$ cat src/rtl/dmac_pkg.sv
`timescale 1ns/1ps
package dmac_pkg;
  // low three bits of a control index (index bit 3 set)
  typedef enum logic [2:0] {
    OP_CMD   = 3'd0,
    OP_REQ   = 3'd1,
    OP_SMASK = 3'd2,
    OP_MODE  = 3'd3,
    OP_PCLR  = 3'd4,
    OP_MRST  = 3'd5,
    OP_CLRM  = 3'd6,
    OP_WRM   = 3'd7
  } ctl_op_e;

  // only this command bit may be set for a command write to be taken
  localparam int unsigned CMD_ALLOWED = 4;
  // data bit that carries set/clear for request and single-mask writes
  localparam int unsigned FLAG_BIT = 2;
endpackage

$ cat src/rtl/dmac_decode.sv
`timescale 1ns/1ps
module dmac_decode
  import dmac_pkg::*;
#(
  parameter int NUM_CH = 4,
  parameter int DW     = 8
) (
  input  logic              wr_en,
  input  logic              rd_en,
  input  logic [3:0]        idx,
  input  logic [DW-1:0]     wr_data,
  output logic              cmd_we,
  output logic              req_we,
  output logic              smask_we,
  output logic              mode_we,
  output logic              pclr,
  output logic              mrst,
  output logic              clrm,
  output logic              wrm,
  output logic              rd_stat,
  output logic              rd_mask,
  output logic [NUM_CH-1:0] ch_sel
);
  localparam int CH_W = (NUM_CH > 1) ? $clog2(NUM_CH) : 1;
  localparam logic [DW-1:0] CMD_OK = DW'(CMD_ALLOWED);

  ctl_op_e op;
  logic    wsel, rsel, cmd_ok;

  assign op     = ctl_op_e'(idx[2:0]);
  assign wsel   = wr_en & idx[3];
  assign rsel   = rd_en & idx[3];
  assign cmd_ok = (wr_data & ~CMD_OK) == '0;

  assign cmd_we   = wsel && (op == OP_CMD) && cmd_ok;
  assign req_we   = wsel && (op == OP_REQ);
  assign smask_we = wsel && (op == OP_SMASK);
  assign mode_we  = wsel && (op == OP_MODE);
  assign mrst     = wsel && (op == OP_MRST);
  assign pclr     = wsel && ((op == OP_PCLR) || (op == OP_MRST));
  assign clrm     = wsel && (op == OP_CLRM);
  assign wrm      = wsel && (op == OP_WRM);
  assign rd_stat  = rsel && (op == OP_CMD);
  assign rd_mask  = rsel && (op == OP_WRM);

  for (genvar i = 0; i < NUM_CH; i++) begin : g_sel
    assign ch_sel[i] = (wr_data[CH_W-1:0] == CH_W'(i));
  end
endmodule

$ cat src/rtl/dmac_chan_regs.sv
`timescale 1ns/1ps
module dmac_chan_regs
  import dmac_pkg::*;
#(
  parameter int NUM_CH = 4,
  parameter int DW     = 8
) (
  input  logic                 clk,
  input  logic                 rst_n,
  input  logic [DW-1:0]        wr_data,
  input  logic [NUM_CH-1:0]    ch_sel,
  input  logic                 req_we,
  input  logic                 smask_we,
  input  logic                 mode_we,
  input  logic                 mrst,
  input  logic                 clrm,
  input  logic                 wrm,
  input  logic                 rd_stat,
  input  logic [NUM_CH-1:0]    req_set,
  input  logic [NUM_CH-1:0]    req_clr,
  input  logic [NUM_CH-1:0]    tc_done,
  output logic [NUM_CH-1:0]    mask_q,
  output logic [NUM_CH-1:0]    req_q,
  output logic [NUM_CH-1:0]    tc_q,
  output logic [NUM_CH*DW-1:0] mode_q
);
  logic flag;
  assign flag = wr_data[FLAG_BIT];

  for (genvar i = 0; i < NUM_CH; i++) begin : g_ch
    logic          mask_d, req_d, tc_d;
    logic [DW-1:0] mode_r;

    always_comb begin
      mask_d = mask_q[i];
      if (mrst)                       mask_d = 1'b1;
      else if (clrm)                  mask_d = 1'b0;
      else if (wrm)                   mask_d = wr_data[i];
      else if (smask_we && ch_sel[i]) mask_d = flag;
    end

    always_comb begin
      req_d = req_q[i];
      if (mrst)                     req_d = 1'b0;
      else if (req_we && ch_sel[i]) req_d = flag;
      if (req_set[i])               req_d = 1'b1;
      else if (req_clr[i])          req_d = 1'b0;
    end

    always_comb begin
      tc_d = tc_q[i];
      if (mrst || rd_stat || (req_we && ch_sel[i])) tc_d = 1'b0;
      if (tc_done[i])                               tc_d = 1'b1;
    end

    always_ff @(posedge clk or negedge rst_n) begin
      if (!rst_n) begin
        mask_q[i] <= 1'b1;
        req_q[i]  <= 1'b0;
        tc_q[i]   <= 1'b0;
        mode_r    <= '0;
      end else begin
        mask_q[i] <= mask_d;
        req_q[i]  <= req_d;
        tc_q[i]   <= tc_d;
        if (mode_we && ch_sel[i]) mode_r <= wr_data;
      end
    end

    assign mode_q[i*DW +: DW] = mode_r;
  end
endmodule

$ cat src/rtl/dmac_arbiter.sv
`timescale 1ns/1ps
module dmac_arbiter #(
  parameter int NUM_CH = 4
) (
  input  logic              clk,
  input  logic              rst_n,
  input  logic [NUM_CH-1:0] mask_q,
  input  logic [NUM_CH-1:0] req_q,
  output logic [NUM_CH-1:0] grant_q
);
  logic [NUM_CH-1:0] elig, pick;

  assign elig = req_q & ~mask_q;

  always_comb begin
    pick = '0;
    for (int i = NUM_CH - 1; i >= 0; i--) begin
      if (elig[i]) pick = NUM_CH'(1) << i;
    end
  end

  always_ff @(posedge clk or negedge rst_n) begin
    if (!rst_n) grant_q <= '0;
    else        grant_q <= pick;
  end
endmodule

$ cat src/rtl/dmac_control.sv
`timescale 1ns/1ps
module dmac_control #(
  parameter int NUM_CH = 4,
  parameter int DW     = 8
) (
  input  logic                 clk,
  input  logic                 rst_n,
  input  logic                 wr_en,
  input  logic                 rd_en,
  input  logic [3:0]           idx,
  input  logic [DW-1:0]        wr_data,
  output logic [DW-1:0]        rd_data,
  input  logic [NUM_CH-1:0]    req_set,
  input  logic [NUM_CH-1:0]    req_clr,
  input  logic [NUM_CH-1:0]    tc_done,
  output logic [NUM_CH-1:0]    mask_o,
  output logic [2*NUM_CH-1:0]  status_o,
  output logic [DW-1:0]        cmd_o,
  output logic [NUM_CH*DW-1:0] mode_o,
  output logic                 ptr_clr_o,
  output logic [NUM_CH-1:0]    grant_o
);
  logic              cmd_we, req_we, smask_we, mode_we;
  logic              pclr, mrst, clrm, wrm, rd_stat, rd_mask;
  logic [NUM_CH-1:0] ch_sel, req_q, tc_q;
  logic [DW-1:0]     cmd_q;

  dmac_decode #(.NUM_CH(NUM_CH), .DW(DW)) u_dec (
    .wr_en(wr_en), .rd_en(rd_en), .idx(idx), .wr_data(wr_data),
    .cmd_we(cmd_we), .req_we(req_we), .smask_we(smask_we), .mode_we(mode_we),
    .pclr(pclr), .mrst(mrst), .clrm(clrm), .wrm(wrm),
    .rd_stat(rd_stat), .rd_mask(rd_mask), .ch_sel(ch_sel)
  );

  dmac_chan_regs #(.NUM_CH(NUM_CH), .DW(DW)) u_regs (
    .clk(clk), .rst_n(rst_n), .wr_data(wr_data), .ch_sel(ch_sel),
    .req_we(req_we), .smask_we(smask_we), .mode_we(mode_we),
    .mrst(mrst), .clrm(clrm), .wrm(wrm), .rd_stat(rd_stat),
    .req_set(req_set), .req_clr(req_clr), .tc_done(tc_done),
    .mask_q(mask_o), .req_q(req_q), .tc_q(tc_q), .mode_q(mode_o)
  );

  dmac_arbiter #(.NUM_CH(NUM_CH)) u_arb (
    .clk(clk), .rst_n(rst_n), .mask_q(mask_o), .req_q(req_q), .grant_q(grant_o)
  );

  always_ff @(posedge clk or negedge rst_n) begin
    if (!rst_n)      cmd_q <= '0;
    else if (mrst)   cmd_q <= '0;
    else if (cmd_we) cmd_q <= wr_data;
  end

  always_comb begin
    rd_data = '0;
    if (rd_stat) begin
      rd_data[2*NUM_CH-1:0] = {req_q, tc_q};
    end else if (rd_mask) begin
      rd_data[NUM_CH-1:0] = mask_o;
    end
  end

  assign status_o  = {req_q, tc_q};
  assign cmd_o     = cmd_q;
  assign ptr_clr_o = pclr;
endmodule

$ cat config.mk
export PLATFORM = sky130hd
export DESIGN_NAME = dmac_control
export DESIGN_NICKNAME = d
export VERILOG_FILES = /design/src/rtl/dmac_pkg.sv /design/src/rtl/dmac_decode.sv /design/src/rtl/dmac_chan_regs.sv /design/src/rtl/dmac_arbiter.sv /design/src/rtl/dmac_control.sv
export SDC_FILE = /design/constraint.sdc
export NUM_CORES = 1
export LEC_CHECK = 0
export BUFFER_PORTS_ARGS = -buffer_cell sky130_fd_sc_hd__buf_2
export CORE_ASPECT_RATIO = 1.25
export CORE_MARGIN = 2
export CORE_UTILIZATION = 50
export CTS_BUF_LIST = sky130_fd_sc_hd__clkbuf_2
export CTS_CLUSTER_DIAMETER = 120
export DETAILED_ROUTE_END_ITERATION = 6
export PLACE_DENSITY = 0.8
export SLEW_MARGIN = 20
export SYNTH_ARGS = -nofsm -noshare
export SYNTH_HDL_FRONTEND = slang
export SYNTH_SLANG_ARGS = --single-unit
$ cat constraint.sdc
create_clock -name clk -period 1.3 [get_ports clk]
set_input_delay 0.065 -clock clk [delete_from_list [all_inputs] [get_ports clk]]
set_output_delay 0.065 -clock clk [all_outputs]
set_load 0.01 [all_outputs]
======== Word level (Yosys, flattened, before mapping) ========
Cells that the tools add are included.
storage, ports and cells
  bits of input ports ..................... 28
  bits in registers ....................... 56
  output and inout port bits .............. 65
operators by class
  equal/unequal tests ..................... 10
  bitwise operators ....................... 4
  multiplexer cells ....................... 49
  reductions and logical operators ........ 45
operators with widths
  cell                count
  $mux 1              40
  $reduce_bool 4->1   8
  $mux 4              7
  $logic_and 1x1->1   23
  $mux 8              2
  $eq 3x3->1 const B  4
  $reduce_bool 2->1   5
  $logic_not 8->1     1
  $eq 3x2->1 const B  2
  $logic_or 1x1->1    6
  $and 4x4->4         1
  $eq 2x2->1 const B  2
  $not 4->4           1
  $eq 3x1->1 const B  1
  $logic_not 3->1     1
  $and 1x1->1         2
  $eq 2x1->1 const B  1
  $logic_not 2->1     1

======== Logic depth before layout (Yosys ltp) ========
Gate-level depths: netlist of run 1.
  depth after elaboration ................. 7
  mapped depth ............................ 5
  depth with buffers taken out ............ 3

======== By module ========
From an unflattened synthesis of run 1, not the netlist that was laid out.
second synthesis, totals
  cell total of the unflattened synthesis .. 191
  area, all modules ....................... 2434.8 sq um
modules (own cells, without submodules)
  module          area an instance (sq um)  times used  cells an instance
  dmac_chan_regs  1735.4                    1           117
  dmac_control    404.1                     1           40
  dmac_arbiter    177.7                     1           11
  dmac_decode     117.6                     1           23

======== Least setup slack after synthesis of run 1 ========
Ideal clock, no wire load.
  path type ............................... input to register
  from .................................... in wr_en
  to ...................................... reg u_regs.g_ch[0].mode_r[2]
  setup slack ............................. 95 ps
  library setup time ...................... 125 ps
  arrival time ............................ 1080 ps
  cell stages on the path ................. 4
  path through ............................ buf_4 -> nand3b_4 -> nor4_4 -> mux2_2
on the way
  word-level cells in the longest chain between the ends .. 3
ends and longest elaborated chain
  element                 RTL line              RTL
  start: declaration      dmac_control.sv:8     input logic wr_en,
  $and 1x1->1             dmac_decode.sv:31     assign wsel = wr_en & idx[3];
  $logic_and 1x1->1       dmac_decode.sv:38     assign mode_we = wsel && (op == OP_MODE);
  $logic_and 1x1->1       dmac_chan_regs.sv:66  if (mode_we && ch_sel[i]) mode_r <= wr_data;
  end signal: assignment  dmac_chan_regs.sv:66
  end: declaration        dmac_chan_regs.sv:32  logic [DW-1:0] mode_r;
Every way passes these cells.
A chain may end at the register's enable or synchronous reset.

======== Worst setup path in the final report of run 1 ========
  from .................................... reg u_regs.mask_q[2]
  to ...................................... out rd_data[2]
on the way
  word-level cells in the longest chain between the ends .. 2
ends and longest elaborated chain
  element                           RTL line              RTL
  start: declaration                dmac_chan_regs.sv:22  output logic [NUM_CH-1:0] mask_q,
  start signal: indexed assignment  dmac_chan_regs.sv:63  mask_q[i] <= mask_d;
  $mux 4                            dmac_control.sv:57    end else if (rd_mask) begin
  $mux 4                            dmac_control.sv:55    if (rd_stat) begin
  end: declaration                  dmac_control.sv:12    output logic [DW-1:0] rd_data,
Every way passes these cells.

==> impl_results.md, run 1 <==
- Clock Sinks: 56
- GP Congestion: 0.786
- Failing checks: negative setup slack
- Reg2reg end: u_arb.grant_q[3]
- P_int: 2.61 mW
- Worst Path Required: approximately 1.2 ns
- RSZ-0062 raised after global routing: yes
- DRT Pass-1 Iters: 4
- YS warnings: 0
- CP Launch Type: register
- FF-to-FF setup slack: 0.09 ns
- Final nets: ~360
- Synth Flop Type: dfrtp_1
- Placeable Area: 0.00480 sq mm
- Final Skew: roughly 0.0087 ns
- CTS tree: yes
- Htree depth: 2
- Max-cap viol count: 0
- Starting Density: 0.522
- Peak VDD IR: between 0.8 and 0.9 mV
- # setup viols final: 6
- FF-to-FF path depth: 4
- Post-Synthesis Mean Instance Area: 12.8 sq um
- Fin area: between 0.003 and 0.004 sq mm
- Sequential Power Share: 0.556
- Worst skew pair latency: 0.45 ns
- Period utilization: 1.07
- Clk network pwr share: 0.184
- DRC: 0
- Initial DRC count: 58
- Die Area: ~0.0056 sq mm
- Outcome: finished with violations
- PD cells: ~1100 mW/mm^2
- Chip height: just over 80 um
- Largest cells by area after synthesis: dfrtp_1 (52%), mux2_2 (12%), dfstp_2 (4.2%)
- Synthesized cell area: about 0.0025 sq mm
- Fillcell total: ~330
- GRT overflow: 0
- Synth area leader: dfrtp_1
- Yosys reg bits: 56
- Post-synth top cells: dfrtp_1 (52), mux2_2 (27), nor2b_1 (12)
- Inserted Clock Buffers: 5
- WL/cell: approximately 16 um
- Crit path max fanout: 3
- Setup WS post-layout: -0.0967 ns
- WP data arrival: between 1 and 1.5 ns
- Vias/cell: between 5 and 6
- Row count: 28
- CP endpoint kind: primary output
- Slew Viols, Final: 0
- HPWL Detailed: 4590 um
- Worst hold path type: in2async
- Sw Pwr: ~1.1 mW
- Crit path kind: reg2out
- Routed Antenna Nets: 0
- Area post-placement: around 0.0032 sq mm
- Proportion of netlist area held by the largest area contributor: 0.519
- Post-synth EDFFs: 0
- Worst Max-Slew Pin Slew: approximately 0.48 ns
- Final setup TNS: -0.437 ns
- Chip width: 67.3 um
- Area grow syn2layout: 40.7%
- Drt total wl: roughly 6500 um
- Cell with the most instances after synthesis: dfrtp_1
- Initial antenna violation count: 0
- Gr usage total: 0.239
- Sw Share: 0.302
- Clock slew at reported path FFs: approximately 0.28 ns
- CTS root buffer: clkbuf_2
- Async SR Flop Fraction: 1.00
- # IOs: 93
- Minimum clock period: around 1.4 ns
- Detailed-route via count: approximately 2.1k
- Largest net degree at the start of global routing: 42
- Synth cell types: 41
- # diodes: 0
- Number of global-route vias before repair: about 2.2k
- Reg-to-reg startpoint: u_regs.mask_q[1]
- Layout cells sized above 1: 0.546
- Fmax: around 720 MHz
- Register area share after synthesis: 0.561
- Worst-case clock buffer depth: 2
- Relative slew slack: 0.675
- Final Hold Viols: 0
- Synthesized Nets: between 200 and 250
- Comb pwr share: 0.261
- LEAKAGE: around 1.8 nW
- First-pass GRT wire length: just over 10000 um
- Port bufs: roughly 90
- Post-synthesis cell count: slightly below 200
power groups by stage:
stage | Combinational, mW | Sequential (mW) | Clock [mW]
final | 0.975 | 2.08 | 0.686
after global routing | 1.06 | 2.10 | 0.767
after CTS | 0.871 | 2.07 | 0.701
after detailed placement | 0.785 | 2.10 | 0
after global placement | 0.763 | 2.10 | 0
after floorplan | 0.302 | 2.19 | 0
state kept, by name, indices dropped and copies added (netlist names):
name / flops
u_regs.req_q: 4
u_arb.grant_q: 4
u_regs.tc_q: 4
u_regs.mask_q: 4
u_regs.g_ch.mode_r: 32
cmd_o: 8
cell type report:
class                   count  area (sq um)  share of cell area
repair buffers            142           927               0.263
flip-flops and latches     56          1410               0.399
multi-input cells         125          1050               0.299
clock inverters             3          17.5             0.00497
clock buffers               5          25.0             0.00709
well taps                  60          75.1              0.0213
inverters                   6          22.5             0.00639
worst max-delay path by stage:
stage / start / endpoint / cells past startpoint
floorplan: wr_en / u_regs.g_ch[0].mode_r[2] / 4
global placement: idx[1] / u_regs.g_ch[2].mode_r[4] / 4
detailed placement: idx[1] / u_regs.g_ch[2].mode_r[5] / 4
CTS: u_regs.mask_q[2] / rd_data[2] / 2
global route: u_regs.mask_q[2] / rd_data[2] / 2
finish: u_regs.mask_q[2] / rd_data[2] / 2
through the flow:
stage	worst slack, ns	util	hold WS, ns	cells	power [mW]
floorplan	0.0955	-	-0.231	196	2.49
global placement	-0.0580	0.658	0.00323	360	2.86
detailed placement	-0.0950	0.658	0.00568	360	2.89
CTS	-0.105	0.714	0.00492	391	3.64
global route	-0.170	0.735	0.0155	397	3.93
finish	-0.0967	0.735	0.0136	397	3.74
repair_timing:
| action | 4_1_cts | 5_1_grt |
|---|---|---|
| setup buffers | 3 | 6 |
| hold buffers | 20 | 0 |
| pin swaps | 3 | 0 |
| endpoints found under the setup margin | 5 | 24 |
| resized for setup | 0 | 13 |
| hold endpoints to repair | 85 | 0 |
cells by family (layout without fill, tap and decap cells):
| group | after synthesis | count (layout) | synth area share |
|---|---|---|---|
| buffers and inverters | 15 | 156 | 0.0295 |
| DFF | 56 | 56 | 0.561 |
| muxes | 27 | 27 | 0.121 |
| and+or+nand+nor | 69 | 69 | 0.195 |
| AOI/OAI and AO/OA | 29 | 29 | 0.0929 |
per-layer routing:
layer | global-route usage | routed length [um]
met1 | 0.281 | 2540
met2 | 0.425 | 3470
met3 | 0.0583 | 397
met4 | 0.0594 | 76
met5 | 0 | 0
layout by cell type (no fill, tap or decap), types with 4 or more instances in the layout:
master	netlist	layout
inv_1	6	5
dfstp_2	4	4
a31o_2	5	5
or2_2	4	4
nand2_1	4	4
nor2b_1	12	12
mux2_2	27	27
a221o_1	4	4
nor3b_1	7	7
clkbuf_2	0	5
dlygate4sd3_1	0	20
buf_4	3	28
dfrtp_1	52	52
buf_2	5	88
a22o_1	4	4
buf_6	0	5
nor2_1	10	10
worst max-delay path, cell delays in order (launching register included):
cell and delay (ns):
dfstp_2 0.63, a22o_1 0.12, buf_2 0.12
Power figures use the tool's default switching activity.
==> run 2: changes to the inputs <==
--- a/config.mk
+++ b/config.mk
@@ -7,13 +7,13 @@
 export LEC_CHECK = 0
 export BUFFER_PORTS_ARGS = -buffer_cell sky130_fd_sc_hd__buf_2
 export CORE_ASPECT_RATIO = 1.25
-export CORE_MARGIN = 2
+export CORE_MARGIN = 5
 export CORE_UTILIZATION = 50
 export CTS_BUF_LIST = sky130_fd_sc_hd__clkbuf_2
 export CTS_CLUSTER_DIAMETER = 120
 export DETAILED_ROUTE_END_ITERATION = 6
 export PLACE_DENSITY = 0.8
-export SLEW_MARGIN = 20
 export SYNTH_ARGS = -nofsm -noshare
 export SYNTH_HDL_FRONTEND = slang
+export SYNTH_HIERARCHICAL = 1
 export SYNTH_SLANG_ARGS = --single-unit
==> run 2 against run 1 <==
  * The flow still finishes with violations (negative setup slack)
  * Cell area is 1.3% lower
  * Sequential share of layout area is 0.57 points higher
  * Critical path depth is 1 higher
  * Global-route usage is 2.9 points lower
  * Sequential power hardly changed
==> impl_results.md, run 2 <==
- Outcome: finished with violations
- Failing checks: negative setup slack
- Max stage delay on crit path: 0.61 ns (-0.02 ns)
- Inserted Clock Buffers: 5 (unchanged)
- Final nets: 360 (-1.1%)
- Worst skew pair latency: 0.45 ns (about the same)
- HPWL Detailed: 4590 um (+0.14%)
- Chip width: 72.4 um (+7.6%)
- Post-synth EDFFs: 0 (unchanged)
- # diodes: 0 (unchanged)
- Crit path buffers/inverters: 1 (unchanged)
- Proportion of netlist area held by the largest area contributor: 0.534 (+0.0152)
- Placeable Area: 0.00473 sq mm (-1.5%)
- Max reg flops: 32 (unchanged)
- CP Launch Type: register
- Commonest non-fill, non-tap cells in the layout: buf_2 (87), dfrtp_1 (51), mux2_2 (33), dlygate4sd3_1 (22), buf_4 (20)
- YS warnings: 6 (+6)
- Hold slack: 0.0504 ns (+0.0367 ns)
- Area post-placement: 0.00311 sq mm (-1.7%)
- GP Congestion: 0.797 (+1.4%)
- Async SR Flop Fraction: 1.00 (unchanged)
- Post-synth top cells: dfrtp_1 (52), mux2_2 (33), nor2_1 (19)
- First-pass GRT wire length: 10300 um (+1.1%)
- Max-cap viol count: 0 (unchanged)
- Row count: 28 (unchanged)
- PD cells: 1070 mW/mm^2 (+0.98%)
- Synthesized Nets: 219 (-2.2%)
- Fin area: 0.00348 sq mm (-1.3%)
- Htree depth: 2 (unchanged)
- Initial antenna violation count: 0 (unchanged)
- Chip height: 88.0 um (+5.9%)
- Largest cells by area after synthesis: dfrtp_1 (53%), mux2_2 (15%), mux2i_1 (5.3%)
- Relative slew slack: 0.727 (+0.0520)
- WL/cell: 16.4 um (+0.21%)
- Worst Max-Slew Pin Slew: 0.408 ns (-0.0726 ns)
- CTS tree: yes
- Synth Flop Type: dfrtp_1
- Vias/cell: 5.07 (-6.0%)
- Fillcell total: 345 (+5.2%)
- Synth cell types: 32 (-22%)
- Final non-filler cell total: 393 (-1.0%)
- Clock Sinks: 56 (unchanged)
- Setup WS post-layout: -0.164 ns (-0.0675 ns)
- Post-Synthesis Mean Instance Area: 12.7 sq um (-0.30%)
- Register area share after synthesis: 0.578 (+0.0164)
- Gr usage total: 0.209 (-0.0295)
- Final Skew: 0.0124 ns (+0.00363 ns)
- Top Layer Used: met4
- Routed Antenna Nets: 0 (unchanged)
- Port bufs: 92 (unchanged)
- Period utilization: 1.13 (+0.0519)
- Minimum clock period: 1.46 ns (+0.0675 ns)
- Synth area leader: dfrtp_1
- Detailed-route via count: 1994 (-6.9%)
- Worst hold path type: in2reg
- Inst Count DP: 355 (-1.4%)
- Crit-path cells: nand2_2 -> o21ai_2 -> buf_2
- Clock slew at reported path FFs: 0.26 ns (-0.02 ns)
- CTS root buffer: clkbuf_2
- Met2 wire length: 3400 um (-2.0%)
- Starting Density: 0.515 (-0.00734)
- Initial DRC count: 51 (-12%)
- GRT overflow: 0 (unchanged)
- Synthesized cell area: 0.00243 sq mm (-2.8%)
- Peak VDD IR: 0.875 mV (-2.7%)
- Most common cell after layout, fill and taps aside: buf_2
- Pre-CTS setup slack: -0.150 ns (-0.0546 ns)
- Cell with the largest stage delay on the worst path: dfstp_2
- Slew Viols, Final: 0 (unchanged)
- Final Hold Viols: 0 (unchanged)
- CP endpoint kind: primary output
- Fmax: 683 MHz (-4.6%)
- Metal3 WL: 497 um (+25%)
- LEAKAGE: 1.83 nW (-0.40%)
- Area grow syn2layout: 43.0%
- Worst-case clock buffer depth: 2 (unchanged)
- Yosys reg bits: 56 (unchanged)
- Largest reg by FF count: u_regs/g_ch.mode_r
- DRT Pass-1 Iters: 4 (unchanged)
- DRC: 0 (unchanged)
- Cell with the most instances after synthesis: dfrtp_1
- Drt total wl: 6430 um (-0.80%)
- Crit path kind: reg2out
- Number of global-route vias before repair: 2107 (-4.1%)
- Worst Path Required: 1.24 ns (about the same)
- RSZ-0062 raised after global routing: yes
- Die Area: 0.00637 sq mm (+14%)
- Crit-path leading delay family: flip-flops
- Layout cells sized above 1: 0.523 (-0.0235)
- WP data arrival: 1.40 ns (+0.07 ns)
- Largest net degree at the start of global routing: 49 (+17%)
- Post-synthesis cell count: 191 (-2.6%)
- # IOs: 93 (unchanged)
- # setup viols final: 7 (+1)
- Met1 WL: 2440 um (-3.8%)
- Crit path max fanout: 2 (-1)
run 2: worst min-delay path, cell delays in order:
cell    delay (ns)
buf_2         0.15
buf_4         0.15
mux2_2        0.13
run 2: timing repair:
action / 4_1_cts / 5_1_grt
endpoints found under the hold margin: 91 / 0
gates cloned: 0 / 0
buffers inserted: 5 / 4
resized for setup: 4 / 9
pin swaps: 2 / 3
hold buffers: 22 / 0
setup endpoints to repair: 6 / 14
run 2: kinds of logic (layout without fill, tap and decap cells):
kind of cell           count (synthesis)  count (layout)  share of synthesized area
AO/OA/AOI/OAI                         18              18                     0.0668
buffers and inverters                 10             152                     0.0190
flip-flops                            56              56                      0.578
multiplexers                          48              48                      0.215
AND/OR/NAND/NOR                       59              59                      0.121
run 2: area by class of cell:
| class | instances | area [sq um] | area share |
|---|---|---|---|
| repair buffers | 139 | 945 | 0.271 |
| multi-input cells | 125 | 993 | 0.285 |
| well taps | 60 | 75.1 | 0.0216 |
| clock inverters | 2 | 11.3 | 0.00324 |
| clock buffers | 6 | 30.0 | 0.00863 |
| inverters | 5 | 18.8 | 0.00539 |
| flip-flops and latches | 56 | 1410 | 0.404 |
run 2: layer usage:
layer,vias up,track usage
met3,9,0.0654
met5,-,0
met4,0,0.0520
met2,72,0.362
met1,957,0.255
li1,956,-
run 2: per-stage QoR:
step / setup TNS (ns) / power, mW / util
3_3_place_gp: -0.625 / 2.89 / 0.657
2_1_floorplan: 0 / 2.50 / -
5_1_grt: -1.11 / 3.94 / 0.736
6_report: -0.565 / 3.72 / 0.736
4_1_cts: -0.414 / 3.69 / 0.724
3_5_place_dp: -0.415 / 2.92 / 0.657
run 2: final timing paths:
kind	depth (start not counted)	to	slack, ns	start
setup / recovery	3	rd_data[1]	-0.16	u_regs/mask_q[1]
hold / removal	3	u_regs/g_ch[1].mode_r[1]	0.05	wr_data[1]
setup reg to reg	3	u_arb/grant_q[3]	0.05	u_regs/mask_q[2]
hold reg to reg	1	u_regs/g_ch[3].mode_r[1]	0.54	u_regs/g_ch[3].mode_r[1]
max in group asynchronous	3	u_regs/req_q[0]	0.41	rst_n
min in group asynchronous	3	u_regs/g_ch[3].mode_r[3]	0.09	rst_n
run 2: power breakdown:
part | leakage [nW] | switching, mW | total (mW) | internal (mW)
clock | 0.0266 | 0.523 | 0.657 | 0.134
combinational | 1.09 | 0.451 | 0.982 | 0.530
sequential | 0.710 | 0.119 | 2.09 | 1.97
